File: src/rtl/cwf_pkg.sv
package cwf_pkg;
    typedef enum logic [1:0] {
        ST_IDLE  = 2'd0,
        ST_FETCH = 2'd1,
        ST_DRAIN = 2'd2,
        ST_DONE  = 2'd3
    } fill_state_e;
endpackage

File: src/rtl/cwf_order.sv
module cwf_order #(
    parameter int WORDS = 8,
    localparam int IDX_W = $clog2(WORDS),
    localparam int CNT_W = $clog2(WORDS + 1)
) (
    input  logic             wrap,
    input  logic [IDX_W-1:0] crit,
    input  logic [CNT_W-1:0] step,
    output logic [IDX_W-1:0] idx
);
    // WORDS is a power of two, so the modulo is the natural wrap of IDX_W bits.
    logic [IDX_W-1:0] step_low;
    assign step_low = step[IDX_W-1:0];
    assign idx = wrap ? (crit + step_low) : step_low;
endmodule

File: src/rtl/cwf_line_buf.sv
module cwf_line_buf #(
    parameter int WORDS  = 8,
    parameter int DATA_W = 32,
    localparam int IDX_W = $clog2(WORDS)
) (
    input  logic                    clk,
    input  logic                    rst_n,
    input  logic                    clear,
    input  logic                    wr_en,
    input  logic [IDX_W-1:0]        wr_idx,
    input  logic [DATA_W-1:0]       wr_data,
    input  logic [IDX_W-1:0]        rd_idx,
    output logic                    rd_present,
    output logic [DATA_W-1:0]       rd_word,
    output logic [WORDS-1:0]        arrived,
    output logic [WORDS*DATA_W-1:0] line_flat
);
    logic [DATA_W-1:0] word_q [WORDS];

    for (genvar w = 0; w < WORDS; w++) begin : g_word
        logic hit_w;
        assign hit_w = wr_en && (wr_idx == IDX_W'(w));

        always_ff @(posedge clk) begin
            if (!rst_n) begin
                word_q[w]  <= '0;
                arrived[w] <= 1'b0;
            end else begin
                if (hit_w) begin
                    word_q[w] <= wr_data;
                end
                if (clear) begin
                    arrived[w] <= 1'b0;
                end else if (hit_w) begin
                    arrived[w] <= 1'b1;
                end
            end
        end

        assign line_flat[w*DATA_W +: DATA_W] = word_q[w];
    end

    assign rd_present = arrived[rd_idx];
    assign rd_word    = word_q[rd_idx];

    // a word is never written twice within one fill
    p_single_write_r9: assert property (@(posedge clk) disable iff (!rst_n)
        (wr_en && !clear) |-> !arrived[wr_idx])
        else $error("word index written twice in one fill");
endmodule

File: src/rtl/cwf_ctrl.sv
module cwf_ctrl
    import cwf_pkg::*;
#(
    parameter int WORDS  = 8,
    parameter int LINE_W = 26,
    localparam int IDX_W = $clog2(WORDS),
    localparam int CNT_W = $clog2(WORDS + 1),
    localparam logic [CNT_W-1:0] LAST = CNT_W'(WORDS - 1)
) (
    input  logic              clk,
    input  logic              rst_n,
    input  logic              miss_valid,
    output logic              miss_ready,
    input  logic [LINE_W-1:0] miss_line,
    input  logic [IDX_W-1:0]  miss_word,
    input  logic              miss_wrap,
    output logic              mem_req_valid,
    input  logic              mem_req_ready,
    output logic [LINE_W-1:0] mem_req_line,
    output logic [IDX_W-1:0]  mem_req_word,
    input  logic              mem_rsp_valid,
    output logic              wr_en,
    output logic [IDX_W-1:0]  wr_idx,
    output logic              clear,
    output logic              restart_valid,
    output logic              fill_done,
    output logic              rd_open,
    output logic [LINE_W-1:0] fill_line
);
    fill_state_e state_q, state_d;

    logic [LINE_W-1:0] line_q;
    logic [IDX_W-1:0]  crit_q;
    logic              wrap_q;
    logic [CNT_W-1:0]  iss_q;
    logic [CNT_W-1:0]  rcv_q;
    logic              restart_seen_q;

    logic accept;
    logic req_fire;
    logic rsp_take;
    logic last_req;
    logic last_rsp;

    cwf_order #(.WORDS(WORDS)) i_issue_order (
        .wrap (wrap_q),
        .crit (crit_q),
        .step (iss_q),
        .idx  (mem_req_word)
    );

    cwf_order #(.WORDS(WORDS)) i_recv_order (
        .wrap (wrap_q),
        .crit (crit_q),
        .step (rcv_q),
        .idx  (wr_idx)
    );

    assign accept   = miss_ready && miss_valid;
    assign req_fire = mem_req_valid && mem_req_ready;
    assign rsp_take = mem_rsp_valid && (state_q == ST_FETCH || state_q == ST_DRAIN);
    assign last_req = req_fire && (iss_q == LAST);
    assign last_rsp = rsp_take && (rcv_q == LAST);

    // next state
    always_comb begin
        state_d = state_q;
        unique case (state_q)
            ST_IDLE:  if (accept) state_d = ST_FETCH;
            ST_FETCH: begin
                if (last_rsp)      state_d = ST_DONE;
                else if (last_req) state_d = ST_DRAIN;
            end
            ST_DRAIN: if (last_rsp) state_d = ST_DONE;
            ST_DONE:  state_d = ST_IDLE;
            default:  state_d = ST_IDLE;
        endcase
    end

    // state register
    always_ff @(posedge clk) begin
        if (!rst_n) begin
            state_q <= ST_IDLE;
        end else begin
            state_q <= state_d;
        end
    end

    // fill context and counters
    always_ff @(posedge clk) begin
        if (!rst_n) begin
            line_q         <= '0;
            crit_q         <= '0;
            wrap_q         <= 1'b0;
            iss_q          <= '0;
            rcv_q          <= '0;
            restart_seen_q <= 1'b0;
        end else if (accept) begin
            line_q         <= miss_line;
            crit_q         <= miss_word;
            wrap_q         <= miss_wrap;
            iss_q          <= '0;
            rcv_q          <= '0;
            restart_seen_q <= 1'b0;
        end else begin
            if (req_fire)      iss_q          <= iss_q + 1'b1;
            if (rsp_take)      rcv_q          <= rcv_q + 1'b1;
            if (restart_valid) restart_seen_q <= 1'b1;
        end
    end

    // outputs
    always_comb begin
        miss_ready    = 1'b0;
        mem_req_valid = 1'b0;
        fill_done     = 1'b0;
        rd_open       = 1'b0;
        unique case (state_q)
            ST_IDLE:  miss_ready = 1'b1;
            ST_FETCH: begin
                mem_req_valid = 1'b1;
                rd_open       = 1'b1;
            end
            ST_DRAIN: rd_open = 1'b1;
            ST_DONE: begin
                fill_done = 1'b1;
                rd_open   = 1'b1;
            end
            default: ;
        endcase
    end

    assign mem_req_line  = line_q;
    assign wr_en         = rsp_take;
    assign clear         = accept;
    assign restart_valid = rsp_take && (wr_idx == crit_q);
    assign fill_line     = line_q;

    // the first request of a wrapped fill names the missed word
    p_wrap_first_r2: assert property (@(posedge clk) disable iff (!rst_n)
        (mem_req_valid && wrap_q && iss_q == '0) |-> (mem_req_word == crit_q))
        else $error("wrapped fill did not start at the missed word");

    // the restart strobe fires once per fill
    p_restart_once_r5: assert property (@(posedge clk) disable iff (!rst_n)
        restart_valid |-> !restart_seen_q)
        else $error("second restart in one fill");

    // by completion, the restart has happened
    p_restart_before_done_r5: assert property (@(posedge clk) disable iff (!rst_n)
        fill_done |-> restart_seen_q)
        else $error("fill completed without restart");

    // completion is a single pulse followed by idle
    p_done_pulse_r6: assert property (@(posedge clk) disable iff (!rst_n)
        fill_done |=> (!fill_done && miss_ready))
        else $error("completion pulse malformed");

    // no requests while idle
    p_idle_quiet_r10: assert property (@(posedge clk) disable iff (!rst_n)
        miss_ready |-> !mem_req_valid)
        else $error("memory request while idle");

    // an accepted miss takes the block out of idle
    p_accept_busy_r10: assert property (@(posedge clk) disable iff (!rst_n)
        accept |=> !miss_ready)
        else $error("still ready after acceptance");
endmodule

File: src/rtl/cwf_line_filler.sv
module cwf_line_filler #(
    parameter int LINE_W = 26,
    parameter int WORDS  = 8,
    parameter int DATA_W = 32,
    localparam int IDX_W = $clog2(WORDS)
) (
    input  logic                    clk,
    input  logic                    rst_n,
    input  logic                    miss_valid,
    output logic                    miss_ready,
    input  logic [LINE_W-1:0]       miss_line,
    input  logic [IDX_W-1:0]        miss_word,
    input  logic                    miss_wrap,
    output logic                    mem_req_valid,
    input  logic                    mem_req_ready,
    output logic [LINE_W-1:0]       mem_req_line,
    output logic [IDX_W-1:0]        mem_req_word,
    input  logic                    mem_rsp_valid,
    input  logic [DATA_W-1:0]       mem_rsp_data,
    output logic                    restart_valid,
    output logic [DATA_W-1:0]       restart_data,
    output logic                    fill_done,
    output logic [WORDS*DATA_W-1:0] line_data,
    input  logic                    rd_valid,
    input  logic [LINE_W-1:0]       rd_line,
    input  logic [IDX_W-1:0]        rd_word,
    output logic                    rd_hit,
    output logic                    rd_stall,
    output logic [DATA_W-1:0]       rd_data
);
    logic              wr_en;
    logic [IDX_W-1:0]  wr_idx;
    logic              clear;
    logic              rd_open;
    logic [LINE_W-1:0] fill_line;
    logic              rd_present;
    logic [WORDS-1:0]  arrived;
    logic              line_match;

    cwf_ctrl #(.WORDS(WORDS), .LINE_W(LINE_W)) i_ctrl (
        .clk           (clk),
        .rst_n         (rst_n),
        .miss_valid    (miss_valid),
        .miss_ready    (miss_ready),
        .miss_line     (miss_line),
        .miss_word     (miss_word),
        .miss_wrap     (miss_wrap),
        .mem_req_valid (mem_req_valid),
        .mem_req_ready (mem_req_ready),
        .mem_req_line  (mem_req_line),
        .mem_req_word  (mem_req_word),
        .mem_rsp_valid (mem_rsp_valid),
        .wr_en         (wr_en),
        .wr_idx        (wr_idx),
        .clear         (clear),
        .restart_valid (restart_valid),
        .fill_done     (fill_done),
        .rd_open       (rd_open),
        .fill_line     (fill_line)
    );

    cwf_line_buf #(.WORDS(WORDS), .DATA_W(DATA_W)) i_buf (
        .clk        (clk),
        .rst_n      (rst_n),
        .clear      (clear),
        .wr_en      (wr_en),
        .wr_idx     (wr_idx),
        .wr_data    (mem_rsp_data),
        .rd_idx     (rd_word),
        .rd_present (rd_present),
        .rd_word    (rd_data),
        .arrived    (arrived),
        .line_flat  (line_data)
    );

    assign restart_data = mem_rsp_data;
    assign line_match   = rd_valid && rd_open && (rd_line == fill_line);
    assign rd_hit       = line_match && rd_present;
    assign rd_stall     = line_match && !rd_present;

    // completion only with every word present
    p_done_full_r9: assert property (@(posedge clk) disable iff (!rst_n)
        fill_done |-> (&arrived))
        else $error("completion with missing words");

    // hit and stall are exclusive
    p_hit_xor_stall_r7: assert property (@(posedge clk) disable iff (!rst_n)
        !(rd_hit && rd_stall))
        else $error("hit and stall together");

    // no hit or stall while idle
    p_idle_no_read_r8: assert property (@(posedge clk) disable iff (!rst_n)
        miss_ready |-> (!rd_hit && !rd_stall))
        else $error("read response while idle");
endmodule

File: config.mk
export PLATFORM = sky130hd
export DESIGN_NAME = cwf_line_filler
export DESIGN_NICKNAME = d
export VERILOG_FILES = /design/src/rtl/cwf_pkg.sv /design/src/rtl/cwf_order.sv /design/src/rtl/cwf_line_buf.sv /design/src/rtl/cwf_ctrl.sv /design/src/rtl/cwf_line_filler.sv
export SDC_FILE = /design/constraint.sdc
export NUM_CORES = 1
export LEC_CHECK = 0
export BUFFER_PORTS_ARGS = -buffer_cell sky130_fd_sc_hd__buf_2
export CAP_MARGIN = 25
export CORE_AREA = 2 2 176 178
export CTS_CLUSTER_DIAMETER = 120
export CTS_CLUSTER_SIZE = 30
export DETAILED_ROUTE_END_ITERATION = 7
export DIE_AREA = 0 0 178 180
export MAX_ROUTING_LAYER = met4
export PLACE_DENSITY = 0.76
export SLEW_MARGIN = 20
export SYNTH_ARGS = -nofsm -noshare
export SYNTH_HDL_FRONTEND = slang
export SYNTH_SLANG_ARGS = --single-unit
File: constraint.sdc
create_clock -name clk -period 6.3 [get_ports clk]
set_clock_uncertainty 0.2 [all_clocks]
set_input_delay 0.315 -clock clk [delete_from_list [all_inputs] [get_ports clk]]
set_output_delay 0.315 -clock clk [all_outputs]
set_load 0.02 [all_outputs]
==> impl_metrics.py <==
metrics = {
    "worst_setup_path": {
        "timing.critical_path.buf_inv": 2,
        "cpPeakStageDelay_ps": 660,
        "crit_chain": "ha_1, inv_1, fa_1, xor2_2, nor3_2, o21ai_1, a2111oi_2, buf_2",
        "cp_slowest_cell": "nor3_2",
        "cpLargestDelayFamily": "simple AND/OR/NAND/NOR gates",
        "r2r_slack_ps": 2640,
        "r2r_end": "i_buf.word_q[2][31]",
        "crit_type": "reg2out",
        "crit_path_max_fanout": 8,
        "critical_path.startpoint_type": "flip-flop",
        "reg2reg_depth": 8,
        "critPathCaptureType": "output pin",
        "reg2reg_from": "i_ctrl.rcv_q[0]",
        "cp.required_ps": 5780,
        "arrival_ps": 3260,
    },
    "cts": {
        "clock_latency_ps": 490,
        "cts_tree": "yes",
        "numCtsBuffers": 14,
        "path_clk_slew_ps": 110,
        "root_buffer": "clkbuf_16",
        "cts.sinks": 304,
        "clockBufferDepth": 3,
        "post_cts_resized": 0,
        "htreeDepth": 1,
    },
    "power_and_ir_drop": {
        "p_switching_mw": 1.51,
        "comb_power_share_pct": 24.9,
        "pwr-share-clk_pct": 22.3,
        "ir_drop_mv": 0.223,
        "cellPowerDensity_nw_per_um2": 267,
        "sw_frac_of_total_pct": 31.8,
        "design_power_total_mw": 4.76,
        "p_int_mw": 3.24,
        "seq_power_share_pct": 52.8,
        "p_leak_nw": 7.53,
    },
    "final_layout": {
        "nets": 1549,
        "final_util_pct": 59.0,
        "areaGrowthSynthToFinish_pct": 22.6,
        "drive_gt1_share_pct": 47.3,
        "multi_input_area_um2": 5310,
        "area.sequential_um2": 8650,
        "final_cell_count_no_fill": 1841,
        "fillerInstances": 2339,
    },
    "routing": {
        "wirelength_um": 42000,
        "drt_iter0_markers": 879,
        "firstDrtPassIters": 5,
        "viasPerCell": 5.45,
        "drc": 0,
        "dr_total_vias": 10000,
        "antenna_left": 0,
        "routedWlPerCell_um": 22.8,
    },
    "synthesis": {
        "synth.yosys.seq_area_share_pct": 59.5,
        "synth_top_area_share_pct": 52.9,
        "syn_area_um2": 14500,
        "synth_top_area_cell": "edfxtp_1",
        "ys_types": 49,
        "yosysMostFrequentCell": "edfxtp_1",
        "syn_inst": 1000,
        "ys.flop_type": "edfxtp_1",
        "syn_avg_cell_area_um2": 14.5,
        "ys_seq_elements": 304,
        "synthTopCellsByCount": "edfxtp_1 (256), and2_1 (195), nand2_1 (84)",
        "async_flop_share_pct": 0,
        "synth_edf_count": 256,
        "ys_warn_count": 0,
        "syn_nets": 1108,
        "synth_area_leaders": "edfxtp_1 (53%), mux4_2 (10%), and2_1 (8.4%)",
    },
    "timing": {
        "slew_violations": 0,
        "hold_violations": 0,
        "relSlewSlack_pct": 25.7,
        "fin_crit_sh_pct": 59.9,
        "finalSetupTns_ps": 0,
        "setup_viol": 0,
        "tightest_slew_ps": 1110,
        "fmax_ghz": 0.265,
        "setup_ws_ps": 2530,
        "period_minus_slack_ps": 3770,
        "rsz0062_at_grt": "no",
    },
    "floorplan": {
        "fp.coreArea_um2": 30200,
        "die_y_um": 180,
        "num_io_pins": 452,
        "initial_core_util_pct": 48.1,
        "die-area_um2": 32000,
        "die_x_um": 178,
        "row_count": 64,
    },
    "place": {
        "io_buffer_count": 451,
        "place_inst": 1778,
        "dp.final_hpwl_um": 30500,
        "place_congestion": 0.865,
        "pre_cts_slack_ps": 2660,
    },
    "worst_hold_path": {
        "hold_path.startpoint": "mem_rsp_data[27]",
        "hold_depth": 2,
        "hold-path-endpoint": "i_buf.word_q[5][27]",
        "hold_class": "in2reg",
    },
    "grt": {
        "grt_pass1_wl_um": 61200,
        "track_usage_pct": 26.4,
        "gr-total-overflow": 0,
        "antenna_found_initial": 2,
        "grt_max_degree": 66,
        "grt_pass1_vias": 9935,
    },
    "status": {
        "status": "finished, final reports clean",
    },
    "job": {
        "cap_violations": 0,
    },
}
[routing by layer]
metal	track usage (%)	wire [µm]	up-vias
met5	-	0	-
met4	9.87	1560	0
met3	4.02	2990	77
met2	44.3	21400	547
met1	32.1	16100	4983
li1	-	-	4429
[final cells by class]
class | count | share of cell area [%]
sequential | 304 | 48.6
multi-input combinational | 600 | 29.8
timing repair buffer | 514 | 16.3
tap | 396 | 2.78
clock buffer | 17 | 2.15
clock inverter | 2 | 0.211
inverter | 7 | 0.148
antenna | 1 | 0.0141
[power groups by stage]
stage / clock network [mW] / registers, mW / logic, mW
2_1_floorplan: 0 / 2.70 / 0.570
3_3_place_gp: 0 / 2.55 / 1.13
3_5_place_dp: 0 / 2.55 / 1.16
4_1_cts: 1.08 / 2.51 / 1.18
5_1_grt: 1.14 / 2.53 / 1.26
6_report: 1.06 / 2.51 / 1.19
[cell usage in the layout (no fill, tap or decap), drive strengths merged, types with 3 or more instances in the layout]
cell and count:
or3 6, dlygate4sd3 42, xor2 32, ha 9, nor3 4, clkbuf 17
nor4 10, dfxtp 48, a21oi 5, a211oi 4, o21ai 21, mux2 35
buf 472, nand2 84, xnor2 4, edfxtp 256, mux4 66, a21boi 30
mux2i 3, nand3 4, nor2 7, and2 260, inv 7
[per-stage QoR]
step | hold slack, ps | area (µm²)
3_3_place_gp | 232 | 16900
2_1_floorplan | 220 | 14500
3_5_place_dp | 246 | 17000
6_report | 14.4 | 17800
4_1_cts | 2.17 | 17800
5_1_grt | 13.8 | 17800
[worst max-delay path by stage]
stage	to	depth (start not counted)	slack (ps)	startpoint
2_1_floorplan	i_buf.word_q[2][0]	8	1310	i_ctrl.rcv_q[0]
3_3_place_gp	i_buf.word_q[2][13]	7	2500	i_ctrl.rcv_q[0]
3_5_place_dp	i_buf.word_q[3][13]	8	2660	i_ctrl.rcv_q[0]
4_1_cts	restart_valid	8	2490	i_ctrl.rcv_q[0]
5_1_grt	restart_valid	8	2340	i_ctrl.rcv_q[0]
6_report	restart_valid	8	2530	i_ctrl.rcv_q[0]
[cell families (layout without fill, tap and decap cells)]
group | count (synthesis) | in the layout | share of synthesized area, %
AOI/OAI and AO/OA | 67 | 67 | 3.60
xor gates and xnor gates | 36 | 36 | 2.22
adders and majority gates | 11 | 11 | 1.05
buffers and inverters | 96 | 540 | 4.62
DFF | 304 | 304 | 59.5
muxes | 104 | 104 | 13.2
other | 0 | 1 | 0
and+or+nand+nor | 382 | 382 | 15.8
[flip-flops by register name, indices dropped and copies added, names as in the netlist]
register / count
i_ctrl.iss_q: 4
i_buf.arrived: 8
i_ctrl.rcv_q: 4
i_ctrl.state_q: 2
i_ctrl.crit_q: 3
i_buf.word_q: 256
i_ctrl.fill_line: 26
i_ctrl.wrap_q: 1
[timing repair]
| item | in CTS | in global routing |
|---|---|---|
| hold endpoints to repair | 84 | 0 |
| buffers inserted | 0 | 0 |
| hold buffers | 42 | 0 |
No activity file was read; power rests on OpenSTA's default activity.
